===== src/rtl/maj_ks_pkg.sv =====
package maj_ks_pkg;

    localparam int A_LEN = 17;
    localparam int B_LEN = 18;
    localparam int C_LEN = 19;

    localparam logic [A_LEN-1:0] A_TAPS = 17'h12000;
    localparam logic [B_LEN-1:0] B_TAPS = 18'h20400;
    localparam logic [C_LEN-1:0] C_TAPS = 19'h72000;

    localparam int A_CTRL = 8;
    localparam int B_CTRL = 9;
    localparam int C_CTRL = 9;

    localparam int NREG = 3;

    typedef struct packed {
        logic            ks_bit;
        logic            ks_valid;
        logic [NREG-1:0] adv;
    } ks_out_t;

endpackage


===== src/rtl/lfsr_stage.sv =====
module lfsr_stage #(
    parameter int             LEN      = 17,
    parameter logic [LEN-1:0] TAPS     = '0,
    parameter int             CTRL_POS = 8
) (
    input  logic           clk,
    input  logic           rst_n,
    input  logic           load,
    input  logic [LEN-1:0] seed,
    input  logic           adv,
    output logic           ctrl_bit,
    output logic           next_last
);

    localparam logic [LEN-1:0] ONE = LEN'(1);

    logic [LEN-1:0] state_d, state_q;
    logic           fb;

    always_comb begin
        fb      = ^(state_q & TAPS);
        state_d = state_q;
        if (load) begin
            state_d = (seed == '0) ? ONE : seed;
        end else if (adv) begin
            state_d = {state_q[LEN-2:0], fb};
        end
    end

    always_ff @(posedge clk or negedge rst_n) begin
        if (!rst_n) state_q <= ONE;
        else        state_q <= state_d;
    end

    assign ctrl_bit  = state_q[CTRL_POS];
    assign next_last = state_d[LEN-1];

endmodule


===== src/rtl/maj3_vote.sv =====
module maj3_vote (
    input  logic [2:0] bits,
    output logic [2:0] agree
);

    logic vote;

    always_comb begin
        vote = (bits[0] & bits[1]) ^ (bits[0] & bits[2]) ^ (bits[1] & bits[2]);
        for (int i = 0; i < 3; i++) begin
            agree[i] = ~(bits[i] ^ vote);
        end
    end

endmodule


===== src/rtl/maj_keystream_gen.sv =====
module maj_keystream_gen
    import maj_ks_pkg::*;
#(
    parameter int               A_W  = A_LEN,
    parameter int               B_W  = B_LEN,
    parameter int               C_W  = C_LEN,
    parameter logic [A_W-1:0]   A_TP = A_TAPS,
    parameter logic [B_W-1:0]   B_TP = B_TAPS,
    parameter logic [C_W-1:0]   C_TP = C_TAPS,
    parameter int               A_CB = A_CTRL,
    parameter int               B_CB = B_CTRL,
    parameter int               C_CB = C_CTRL
) (
    input  logic           clk,
    input  logic           rst_n,
    input  logic           load_en,
    input  logic [A_W-1:0] seed_a,
    input  logic [B_W-1:0] seed_b,
    input  logic [C_W-1:0] seed_c,
    input  logic           step_en,
    output logic           ks_bit,
    output logic           ks_valid,
    output logic [2:0]     adv_mask
);

    logic [NREG-1:0] cbits;
    logic [NREG-1:0] agree;
    logic [NREG-1:0] adv;
    logic [NREG-1:0] nlast;
    logic            go;
    ks_out_t         out_d, out_q;

    maj3_vote u_vote (
        .bits  (cbits),
        .agree (agree)
    );

    lfsr_stage #(.LEN(A_W), .TAPS(A_TP), .CTRL_POS(A_CB)) u_ra (
        .clk(clk), .rst_n(rst_n), .load(load_en), .seed(seed_a),
        .adv(adv[0]), .ctrl_bit(cbits[0]), .next_last(nlast[0])
    );

    lfsr_stage #(.LEN(B_W), .TAPS(B_TP), .CTRL_POS(B_CB)) u_rb (
        .clk(clk), .rst_n(rst_n), .load(load_en), .seed(seed_b),
        .adv(adv[1]), .ctrl_bit(cbits[1]), .next_last(nlast[1])
    );

    lfsr_stage #(.LEN(C_W), .TAPS(C_TP), .CTRL_POS(C_CB)) u_rc (
        .clk(clk), .rst_n(rst_n), .load(load_en), .seed(seed_c),
        .adv(adv[2]), .ctrl_bit(cbits[2]), .next_last(nlast[2])
    );

    always_comb begin
        go             = step_en & ~load_en;
        adv            = go ? agree : '0;
        out_d          = out_q;
        out_d.ks_valid = go;
        out_d.adv      = adv;
        if (go) out_d.ks_bit = ^nlast;
    end

    always_ff @(posedge clk or negedge rst_n) begin
        if (!rst_n) out_q <= '0;
        else        out_q <= out_d;
    end

    assign ks_bit   = out_q.ks_bit;
    assign ks_valid = out_q.ks_valid;
    assign adv_mask = out_q.adv;

endmodule


===== config.mk =====
export PLATFORM = sky130hd
export DESIGN_NAME = maj_keystream_gen
export DESIGN_NICKNAME = d
export VERILOG_FILES = /design/src/rtl/maj_ks_pkg.sv /design/src/rtl/lfsr_stage.sv /design/src/rtl/maj3_vote.sv /design/src/rtl/maj_keystream_gen.sv
export SDC_FILE = /design/constraint.sdc
export NUM_CORES = 1
export LEC_CHECK = 0
export BUFFER_PORTS_ARGS = -buffer_cell sky130_fd_sc_hd__clkbuf_2
export CORE_MARGIN = 5
export CORE_UTILIZATION = 50
export DETAILED_ROUTE_END_ITERATION = 16
export HOLD_SLACK_MARGIN = 0.05
export PLACE_DENSITY = 0.85
export SYNTH_ARGS = -nofsm -noshare
export SYNTH_HDL_FRONTEND = slang
export SYNTH_SLANG_ARGS = --single-unit

===== constraint.sdc =====
create_clock -name clk -period 2.85 [get_ports clk]
set_input_delay 0.1425 -clock clk [delete_from_list [all_inputs] [get_ports clk]]
set_output_delay 0.1425 -clock clk [all_outputs]
set_load 0.01 [all_outputs]

==> results <==
- For this run, the total global-route usage over all layers was measured as 0.189.
- At the worst endpoint, the required time is 3110 ps.
- The die span in x is 84.3 um.
- The first detailed-routing pass took 6 iterations.
- The final cycle utilization of the critical path is 0.775.
- The remaining global-route overflow is 0.
- The instance area after placement is 3110 sq um.
- The via-per-instance ratio is 5.56.
- For this run, the number of Yosys warnings is 0.
- Summed over all nets, the switching power comes to 0.598 mW.
- The max capacitance violation total is 0.
- Clock latency on the worst-skew pair, taken at its later pin, is 330 ps.
- Adding up every negative setup slack in the final design gives 0 ps.
- The clock network fraction of total power is 0.372.
- Setup repair after global routing left no endpoint under its margin.
- The setup path with the least slack is of type reg -> reg.
- The run finished with clean final reports.
- The count of final hold-check violations is 0.
- The number of I/O port buffers is 62.
- The relative slew slack is 0.322.
- The weighted congestion reported at the end of routability-driven placement is 0.829.
- The count of H-tree levels built during CTS is 3.
- The worst hold path begins at seed_b[6].
- Entering global routing, the biggest net connects 60 pins.
- After the first detailed-routing iteration, the DRC count stood at 287.
- The share of post-route cells with drive strength above 1 is 0.258.
- The cell chosen for the clock root is sky130_fd_sc_hd__clkbuf_8.
- The initial antenna violation count is 0.
- The final-report setup violation count is 0.
- The final non-filler cell area is 3410 sq um.
- The final routed DRC violation total is 0.
- The global-route wire length before repair is 10800 um.
- In this run, synthesis produced a sequential element count of 59.
- The die span in y is 84.3 um.
- The biggest area contributor in the post-synthesis netlist is sky130_fd_sc_hd__dfrtp_1.
- The mapped cell area is 2760 sq um.
- TritonCTS built the clock tree.
- The per-instance average area after synthesis is 9.69 sq um.
- STA classifies the critical path startpoint as a flop.
- Of the post-synthesis cell area, the dominant cell type holds 0.507.
- The largest driver fanout on the critical path is 20.
- The core outline area is 5440 sq um.
- Across the VDD grid, the largest voltage drop is 0.426 mV.
- The final-report max-slew violation count is 0.
- The clock arrives with 11.1 ps of skew.
- Counting every net in the synthesized netlist gives 343.
- The count of cells resized by post-cts repair is 0.
- The library cells used most frequently in the layout, excluding fill and tap cells, are 84 x sky130_fd_sc_hd__nand2_1, 62 x sky130_fd_sc_hd__clkbuf_2, 56 x sky130_fd_sc_hd__dfrtp_1, 40 x sky130_fd_sc_hd__a22oi_1, 13 x sky130_fd_sc_hd__nor4_1.
- The routed wire length is 6350 um.
- The internal portion of total power is 1.64 mW.
- After clock tree synthesis, the clock-pin slew on the worst setup and hold paths is 70 ps.
- The unique cell type count in the Yosys netlist is 42.
- The number of sinks handled by clock tree synthesis is 59.
- The maximum achievable frequency is 453 MHz.
- The total CTS buffers is 9.
- The starting density of the core is 0.508.
- The area added between synthesis and finish is 23.3%.
- In the synthesized netlist, the number of instances is 285.
- The antenna diode count is 0.
- Counting I/O delays and the setup requirement, the final critical path takes 2210 ps.
- The number of top-level pins is 63.
- The worst reg2reg path startpoint is u_ra.state_q[8].
- The average detailed-routed wire length per instance is 14.8 um.
- Ranked by total cell area, the synthesized netlist is headed by sky130_fd_sc_hd__dfrtp_1 51%, sky130_fd_sc_hd__nand2_1 11%, sky130_fd_sc_hd__a22oi_1 11%, sky130_fd_sc_hd__nor4_1 2.9%, sky130_fd_sc_hd__a222oi_1 2.9%.
- Of the total power, the share spent switching nets is 0.267.
- The HPWL after detailed placement is 4330 um.
- The endpoint class of the critical path is a flop.
- The share of the Yosys chip area taken by registers is 0.536.
- The area enclosed by the die boundary is 7110 sq um.
- The slew of the pin with the lowest slew margin is 1010 ps.
- The startpoint of the most critical setup path is u_ra.state_q[8].
- For the worst setup path, the data arrival time is 2470 ps.
- Summed over all cells, the static leakage comes to 1.67 nW.
- The power density over the cells is 656 nW/um^2.
- The most common library cell in the layout ignoring fill and taps is sky130_fd_sc_hd__nand2_1.
- The type of the most critical hold path is in -> reg.
- The maximum number of buffers from clock root to sink is 2.
- Of the total power, registers draw 0.467.
- The number of global-route vias before repair was 2323.
- The net count of the finished layout is 410.
- Row generation in the floorplan step produced 27 rows.
- The total number of vias is 2384.
- Once detail routing completed, the nets flagged for antenna violations numbered 0.
- The share of total power dissipated in combinational logic is 0.162.
==> power by group through the flow <==
stage,registers (mW),clock network [mW],logic (mW)
after floorplan,1.03,0,0.249
after global placement,1.05,0,0.343
after detailed placement,1.05,0,0.354
after CTS,1.04,0.849,0.363
after global routing,1.06,0.892,0.411
final,1.04,0.831,0.361
==> cells in the mapped netlist, drive strengths merged <==
master,count
o22a,1
a211oi,1
nor4,13
a21oi,2
nand2,84
a41o,1
nand3b,1
inv,12
xor2,4
nor3,1
o211ai,1
mux2i,1
o2111a,1
clkbuf,5
nor2b,1
xnor2,3
a22oi,40
or3b,1
a221o,1
dfstp,3
o21bai,1
buf,13
o21ai,9
o311ai,1
a31oi,1
and2,1
or4,1
and3,1
dfrtp,56
nand3,1
nor2,7
nand4,2
and3b,1
nor3b,3
nand2b,2
a222oi,8
==> critical path: stages (launching register included) <==
cell,delay (ps)
sky130_fd_sc_hd__dfrtp_1,500
sky130_fd_sc_hd__nand2_1,110
sky130_fd_sc_hd__nor2_1,130
sky130_fd_sc_hd__a211oi_2,60
sky130_fd_sc_hd__buf_4,210
sky130_fd_sc_hd__nor2_1,780
sky130_fd_sc_hd__a222oi_1,270
sky130_fd_sc_hd__inv_1,90
==> cell families after synthesis <==
group                     after synthesis  synth area share
AOI/OAI and AO/OA                      68             0.190
xor gates and xnor gates                7            0.0222
buffers and inverters                  30            0.0494
DFF                                    59             0.536
muxes                                   1           0.00362
and+or+nand+nor                       120             0.199
==> state kept, by name, indices dropped and copies added (netlist names) <==
| name | cells |
|---|---|
| ks_valid | 1 |
| u_rb.state_q | 18 |
| adv_mask | 3 |
| ks_bit | 1 |
| u_ra.state_q | 17 |
| u_rc.state_q | 19 |
==> worst paths after layout <==
kind	to	slack, ps	cells past startpoint
worst max-delay path	u_rc.state_q[9]	640	7
worst min-delay path	u_rb.state_q[6]	70	3
worst max register to register	u_rc.state_q[9]	640	7
worst min register to register	u_ra.state_q[15]	480	2
max in group asynchronous	u_rb.state_q[3]	1890	3
min in group asynchronous	adv_mask[2]	490	3
==> what timing repair did <==
action / 4_1_cts / 5_1_grt
hold buffers: 8 / 0
endpoints found under the hold margin: 63 / 0
buffers inserted: 0 / 0
==> stage by stage <==
step           setup WS, ps  cells  hold WS (ps)  total power, mW   util
4_1_cts                 708    429          50.8             2.25  0.626
2_1_floorplan          1140    285          -153             1.28      -
3_5_place_dp            731    405           327             1.41  0.571
6_report                641    429          66.9             2.24  0.626
5_1_grt                 444    429          60.9             2.36  0.626
3_3_place_gp            813    405           334             1.39  0.571
==> layout make-up <==
class / count / area (sq um)
Inverter: 12 / 45.0
Timing Repair Buffer: 74 / 420
Clock buffer: 11 / 141
Tap cell: 72 / 90.1
Multi-Input combinational cell: 196 / 1150
Clock inverter: 5 / 77.6
Fill cell: 430 / 2030
Sequential cell: 59 / 1480
==> layer usage <==
metal / GRT usage / wire length, um / vias to the layer above
met3: 0.0481 / 383 / 16
met2: 0.287 / 3020 / 81
met5: 0 / 0 / -
met4: 0.101 / 158 / 0
li1: - / - / 1159
met1: 0.251 / 2780 / 1128
(Power assumes the default switching activity.)
